==> src/rtl/prirq_pkg.sv <==
package prirq_pkg;

    localparam int DATA_W = 8;
    localparam int N_SRC  = 2;

    // Field positions inside the port byte (software-visible layout)
    localparam int BIT_ETH_REQ = 0;
    localparam int BIT_USB_REQ = 1;
    localparam int BIT_ETH_EN  = 2;
    localparam int BIT_USB_EN  = 3;
    localparam int BIT_ETH_RST = 4;
    localparam int BIT_USB_RST = 5;
    localparam int BIT_DRV_EN  = 6;
    localparam int BIT_FLAG    = 7;

    typedef enum logic [0:0] {
        ST_IDLE    = 1'b0,
        ST_WR_HOLD = 1'b1
    } bus_state_e;

endpackage

==> src/rtl/pic_req_sync.sv <==
module pic_req_sync #(
    parameter int WIDTH  = 2,
    parameter int STAGES = 2
) (
    input  logic             clk,
    input  logic             rst_n,
    input  logic [WIDTH-1:0] d,
    output logic [WIDTH-1:0] q
);

    logic [WIDTH-1:0] stg [STAGES];

    always_ff @(posedge clk or negedge rst_n) begin
        if (!rst_n) begin
            for (int i = 0; i < STAGES; i++) stg[i] <= '0;
        end else begin
            stg[0] <= d;
            for (int i = 1; i < STAGES; i++) stg[i] <= stg[i-1];
        end
    end

    assign q = stg[STAGES-1];

endmodule

==> src/rtl/pic_bus_fsm.sv <==
module pic_bus_fsm
    import prirq_pkg::*;
#(
    parameter int              ADDR_W    = 16,
    parameter logic [ADDR_W-1:0] PORT_ADDR = 16'h83AB
) (
    input  logic              clk,
    input  logic              rst_n,
    input  logic [ADDR_W-1:0] io_addr,
    input  logic              iorq_n,
    input  logic              rd_n,
    input  logic              wr_n,
    output logic              wr_commit,
    output logic              rd_sel
);

    bus_state_e state_q, state_d;
    logic       port_hit;
    logic       wr_hit;

    assign port_hit = !iorq_n && (io_addr == PORT_ADDR);
    assign wr_hit   = port_hit && !wr_n;

    // State register
    always_ff @(posedge clk or negedge rst_n) begin
        if (!rst_n) state_q <= ST_IDLE;
        else        state_q <= state_d;
    end

    // Next state
    always_comb begin
        state_d = state_q;
        unique case (state_q)
            ST_IDLE:    if (wr_hit)  state_d = ST_WR_HOLD;
            ST_WR_HOLD: if (!wr_hit) state_d = ST_IDLE;
            default:    state_d = ST_IDLE;
        endcase
    end

    // Outputs
    always_comb begin
        wr_commit = 1'b0;
        unique case (state_q)
            ST_IDLE:    wr_commit = wr_hit;
            ST_WR_HOLD: wr_commit = 1'b0;
            default:    wr_commit = 1'b0;
        endcase
        rd_sel = port_hit && !rd_n;
    end

    // a held strobe never commits twice in a row
    a_r8_single_commit: assert property (@(posedge clk) disable iff (!rst_n)
        wr_commit |=> !wr_commit);

    // a commit only happens for a decoded I/O cycle at the port address
    a_r7_decode_only: assert property (@(posedge clk) disable iff (!rst_n)
        wr_commit |-> (!iorq_n && !wr_n && io_addr == PORT_ADDR));

endmodule

==> src/rtl/pic_ctrl_reg.sv <==
module pic_ctrl_reg
    import prirq_pkg::*;
(
    input  logic              clk,
    input  logic              rst_n,
    input  logic              wr_commit,
    input  logic [DATA_W-1:0] wr_data,
    input  logic [N_SRC-1:0]  req,
    output logic [DATA_W-1:0] rd_word,
    output logic              eth_rst_n,
    output logic              usb_rst_n,
    output logic              irq_n
);

    logic [N_SRC-1:0] en_q;
    logic [N_SRC-1:0] rst_q;
    logic             drv_q;
    logic [N_SRC-1:0] masked;
    logic             flag;
    logic             unused_ro_bits;

    assign unused_ro_bits = ^{wr_data[BIT_FLAG], wr_data[BIT_USB_REQ], wr_data[BIT_ETH_REQ]};

    always_ff @(posedge clk or negedge rst_n) begin
        if (!rst_n) begin
            en_q  <= '0;
            rst_q <= '0;
            drv_q <= 1'b0;
        end else if (wr_commit) begin
            en_q  <= {wr_data[BIT_USB_EN],  wr_data[BIT_ETH_EN]};
            rst_q <= {wr_data[BIT_USB_RST], wr_data[BIT_ETH_RST]};
            drv_q <= wr_data[BIT_DRV_EN];
        end
    end

    for (genvar g = 0; g < N_SRC; g++) begin : g_mask
        assign masked[g] = req[g] & en_q[g];
    end

    assign flag = |masked;

    always_comb begin
        rd_word              = '0;
        rd_word[BIT_ETH_REQ] = req[0];
        rd_word[BIT_USB_REQ] = req[1];
        rd_word[BIT_ETH_EN]  = en_q[0];
        rd_word[BIT_USB_EN]  = en_q[1];
        rd_word[BIT_ETH_RST] = rst_q[0];
        rd_word[BIT_USB_RST] = rst_q[1];
        rd_word[BIT_DRV_EN]  = drv_q;
        rd_word[BIT_FLAG]    = flag;
    end

    assign eth_rst_n = rst_q[0];
    assign usb_rst_n = rst_q[1];
    assign irq_n     = !(drv_q && flag);

    // enables take the written bits on the commit edge
    a_r2_enable_load: assert property (@(posedge clk) disable iff (!rst_n)
        wr_commit |=> en_q == {$past(wr_data[BIT_USB_EN]), $past(wr_data[BIT_ETH_EN])});

    // reset outputs follow the written bits from the commit edge
    a_r5_reset_follow: assert property (@(posedge clk) disable iff (!rst_n)
        wr_commit |=> (eth_rst_n == $past(wr_data[BIT_ETH_RST]) &&
                       usb_rst_n == $past(wr_data[BIT_USB_RST])));

    // the line is only pulled when external drive is enabled
    a_r4_drive_gate: assert property (@(posedge clk) disable iff (!rst_n)
        !irq_n |-> drv_q);

    // leaving reset, peripherals held in reset and line released
    a_r6_reset_state: assert property (@(posedge clk) disable iff (!rst_n)
        $rose(rst_n) |-> (!eth_rst_n && !usb_rst_n && irq_n));

endmodule

==> src/rtl/periph_irq_ctrl.sv <==
module periph_irq_ctrl
    import prirq_pkg::*;
#(
    parameter int                ADDR_W      = 16,
    parameter logic [ADDR_W-1:0] PORT_ADDR   = 16'h83AB,
    parameter int                SYNC_STAGES = 2
) (
    input  logic              clk,
    input  logic              rst_n,
    input  logic [ADDR_W-1:0] io_addr,
    input  logic              iorq_n,
    input  logic              rd_n,
    input  logic              wr_n,
    input  logic [DATA_W-1:0] wdata,
    output logic [DATA_W-1:0] rdata,
    output logic              rdata_oe,
    input  logic              eth_int_n,
    input  logic              usb_irq,
    output logic              eth_rst_n,
    output logic              usb_rst_n,
    output logic              cpu_int_n
);

    logic              wr_commit;
    logic              rd_sel;
    logic [N_SRC-1:0]  req_raw;
    logic [N_SRC-1:0]  req_sync;
    logic [DATA_W-1:0] rd_word;

    assign req_raw = {usb_irq, !eth_int_n};

    pic_req_sync #(
        .WIDTH  (N_SRC),
        .STAGES (SYNC_STAGES)
    ) u_sync (
        .clk   (clk),
        .rst_n (rst_n),
        .d     (req_raw),
        .q     (req_sync)
    );

    pic_bus_fsm #(
        .ADDR_W    (ADDR_W),
        .PORT_ADDR (PORT_ADDR)
    ) u_bus (
        .clk       (clk),
        .rst_n     (rst_n),
        .io_addr   (io_addr),
        .iorq_n    (iorq_n),
        .rd_n      (rd_n),
        .wr_n      (wr_n),
        .wr_commit (wr_commit),
        .rd_sel    (rd_sel)
    );

    pic_ctrl_reg u_reg (
        .clk       (clk),
        .rst_n     (rst_n),
        .wr_commit (wr_commit),
        .wr_data   (wdata),
        .req       (req_sync),
        .rd_word   (rd_word),
        .eth_rst_n (eth_rst_n),
        .usb_rst_n (usb_rst_n),
        .irq_n     (cpu_int_n)
    );

    assign rdata_oe = rd_sel;
    assign rdata    = rd_sel ? rd_word : '0;

    // no data drive without an active read strobe
    a_r9_no_drive_idle: assert property (@(posedge clk) disable iff (!rst_n)
        (rd_n || iorq_n) |-> !rdata_oe);

endmodule

==> config.mk <==
export PLATFORM = sky130hd
export DESIGN_NAME = periph_irq_ctrl
export DESIGN_NICKNAME = d
export VERILOG_FILES = /design/src/rtl/prirq_pkg.sv /design/src/rtl/pic_req_sync.sv /design/src/rtl/pic_bus_fsm.sv /design/src/rtl/pic_ctrl_reg.sv /design/src/rtl/periph_irq_ctrl.sv
export SDC_FILE = /design/constraint.sdc
export NUM_CORES = 1
export LEC_CHECK = 0
export BUFFER_PORTS_ARGS = -buffer_cell sky130_fd_sc_hd__buf_2
export CORE_UTILIZATION = 34
export DETAILED_ROUTE_END_ITERATION = 10
export GPL_ROUTABILITY_DRIVEN = 0
export MAX_ROUTING_LAYER = met4
export PLACE_DENSITY_LB_ADDON = 0.1
export REMOVE_ABC_BUFFERS = 1
export SLEW_MARGIN = 20
export SYNTH_ARGS = -nofsm -noshare
export SYNTH_HDL_FRONTEND = slang
export SYNTH_SLANG_ARGS = --single-unit
==> constraint.sdc <==
create_clock -name clk -period 2.1 [get_ports clk]
set_clock_uncertainty 0.15 [all_clocks]
set_input_delay 0.21 -clock clk [delete_from_list [all_inputs] [get_ports clk]]
set_output_delay 0.21 -clock clk [all_outputs]
set_load 0.005 [all_outputs]
==> run metrics <==
DRC=0; Rel. slew slack=0.828; diodes inserted=0; Die X-Extent=39.2 um; leakage power figure=~0.42 nW; first-pass GRT wire length=1370 um; worst setup path class=in2out; Placed Area=around 680 um^2; CTS sink cnt=10; outcome=finished clean; final cell count without fillers=98; max-cap violation count=0; TritonCTS clock tree=yes; # rows=13; pwr/cell area=476 nW/um^2; Setup crit start kind=input pin; initial core utilization=0.365; unique cell type count in the Yosys netlist=17; Detailed Routing Iterations Pass 1=3; Final Cell Area=742 um^2; Die ar.=1530 um^2; CP Data Arrival Time=1.45 ns; Required @ worst endpoint=1.74 ns; Worst setup EP type=output pin; H-tree Lvls=1; # port buffers=39; clock slew at reported path FFs=0.06 ns; Total Power=0.000353 W; Final min period=1.81 ns; Avg Cell Area, Syn=about 13 um^2; Yosys warnings=0; Post-DP HPWL=766 um; GR Overflow Total=0; DR vias=450; post_cts resized=0; worst slew pin tran=0.255 ns; CP Max Fanout=3; Hold Path Class=in2reg; initial antenna violation count=0; Die Y=roughly 39 um; Synth Register Bits=10; fin. max-slew vios=0; DR vias/cell=around 4.6; drt wl/cell=9.57 um; Clock Latency Late Sink=approximately 0.25 ns; largest net degree at the start of global routing=11; vias in the first global route=341; total track usage=0.149; unrepaired setup endpoints after global routing=no; Setup Total Neg Slack=0 ns; core area=1280 um^2; Setup Buffers After CTS=0; Clock Tree Buf Depth=2; VDD IR max=0.000481 V; final setup fails=0; sequential fraction of the synthesis area=0.533; synth-to-layout area growth=58.1%; Inst Count DP=91; mapped cell area=469 um^2; io pins=43; nets@finish=116; final hold vios=0; initial DRC count=5; Total Wirelength=938 um; layout cells sized above 1=0.602; Routed Antenna Nets=0; cts bufs inserted=3; Mapped Cells=37; period utilisation layout=0.862; CTS root buf=clkbuf_4; Max Fclk=about 0.55 GHz
[cells in the final DEF (no fill, tap or decap), drive strengths merged]
cell	n
a22oi	1
and2	7
buf	40
clkbuf	3
dfrtp	10
dlygate4sd3	4
inv	1
mux2	5
nand2	1
nand2b	1
nand4	1
nand4b	1
nor2	1
nor3	2
nor4	1
nor4b	1
or2	1
or3	1
or4	1
[cells in the mapped netlist]
master,instances,share of area
a22oi_1,1,0.016
and2_1,7,0.093
buf_6,1,0.024
dfrtp_1,10,0.53
inv_1,1,0.0080
mux2_4,5,0.16
nand2_1,1,0.0080
nand2b_1,1,0.013
nand4_1,1,0.013
nand4b_1,1,0.019
nor2_1,1,0.0080
nor3_1,2,0.021
nor4_1,1,0.013
nor4b_1,1,0.019
or2_2,1,0.013
or3_1,1,0.013
or4_4,1,0.024
[state kept, by name, summed over array words and instances, names as in the netlist]
| signal | flops |
|---|---|
| u_reg.en_q | 2 |
| u_reg.rst_q | 2 |
| u_sync.q | 2 |
| u_sync.stg | 2 |
| u_bus.state_q | 1 |
| u_reg.drv_q | 1 |
[routing by layer]
layer | GRT usage | wire length [um]
met1 | 0.149 | 333
met2 | 0.242 | 498
met3 | 0.0867 | 106
met4 | 0.0517 | 0
met5 | - | 0
[critical path: stages]
cell,delay [ns]
buf_2,0.09
nand4b_1,0.14
or3_1,0.40
or2_2,0.32
nor3_1,0.15
buf_2,0.14
[power breakdown]
part | switching, W | internal [W]
clock | 0.0000539 | 0.0000655
sequential | 0.00000130 | 0.000197
combinational | 0.0000117 | 0.0000241
[metrics by stage]
step	utilization	hold WS (ns)	worst slack, ns
floorplan	-	-0.236	0.255
global placement	0.529	-0.0688	0.0930
detailed placement	0.529	-0.0738	0.0855
CTS	0.577	0.0209	0.279
global route	0.577	0.0212	0.108
finish	0.577	0.0335	0.291
[cell families after synthesis]
family,share of synthesized area
simple gates,0.259
buf+inv,0.0320
mux,0.160
flops,0.533
compound gates,0.0160
[worst paths after layout]
check | slack [ns] | startpoint | end | cells past startpoint
max | 0.29 | io_addr[2] | rdata[7] | 6
min | 0.03 | wdata[5] | u_reg.rst_q[1] | 2
max reg2reg | 0.58 | u_bus.state_q | u_reg.drv_q | 2
min reg2reg | 0.20 | u_sync.stg[2] | u_sync.q[0] | 0
max in group asynchronous | 1.42 | rst_n | u_sync.stg[3] | 2
min in group asynchronous | 0.20 | rst_n | u_reg.en_q[0] | 2
[final cells by class]
type	instances	area, um^2
Fill cell	118	543
Sequential cell	10	250
Timing Repair Buffer	44	243
Multi-Input combinational cell	25	204
Clock buffer	3	22.5
Tap cell	15	18.8
Inverter	1	3.75
[what timing repair did]
| action | 4_1_cts | 5_1_grt |
|---|---|---|
| hold buffers | 4 | 0 |
| endpoints found under the setup margin | 0 | 0 |
| hold endpoints to repair | 13 | 0 |
(Power assumes the default switching activity.)
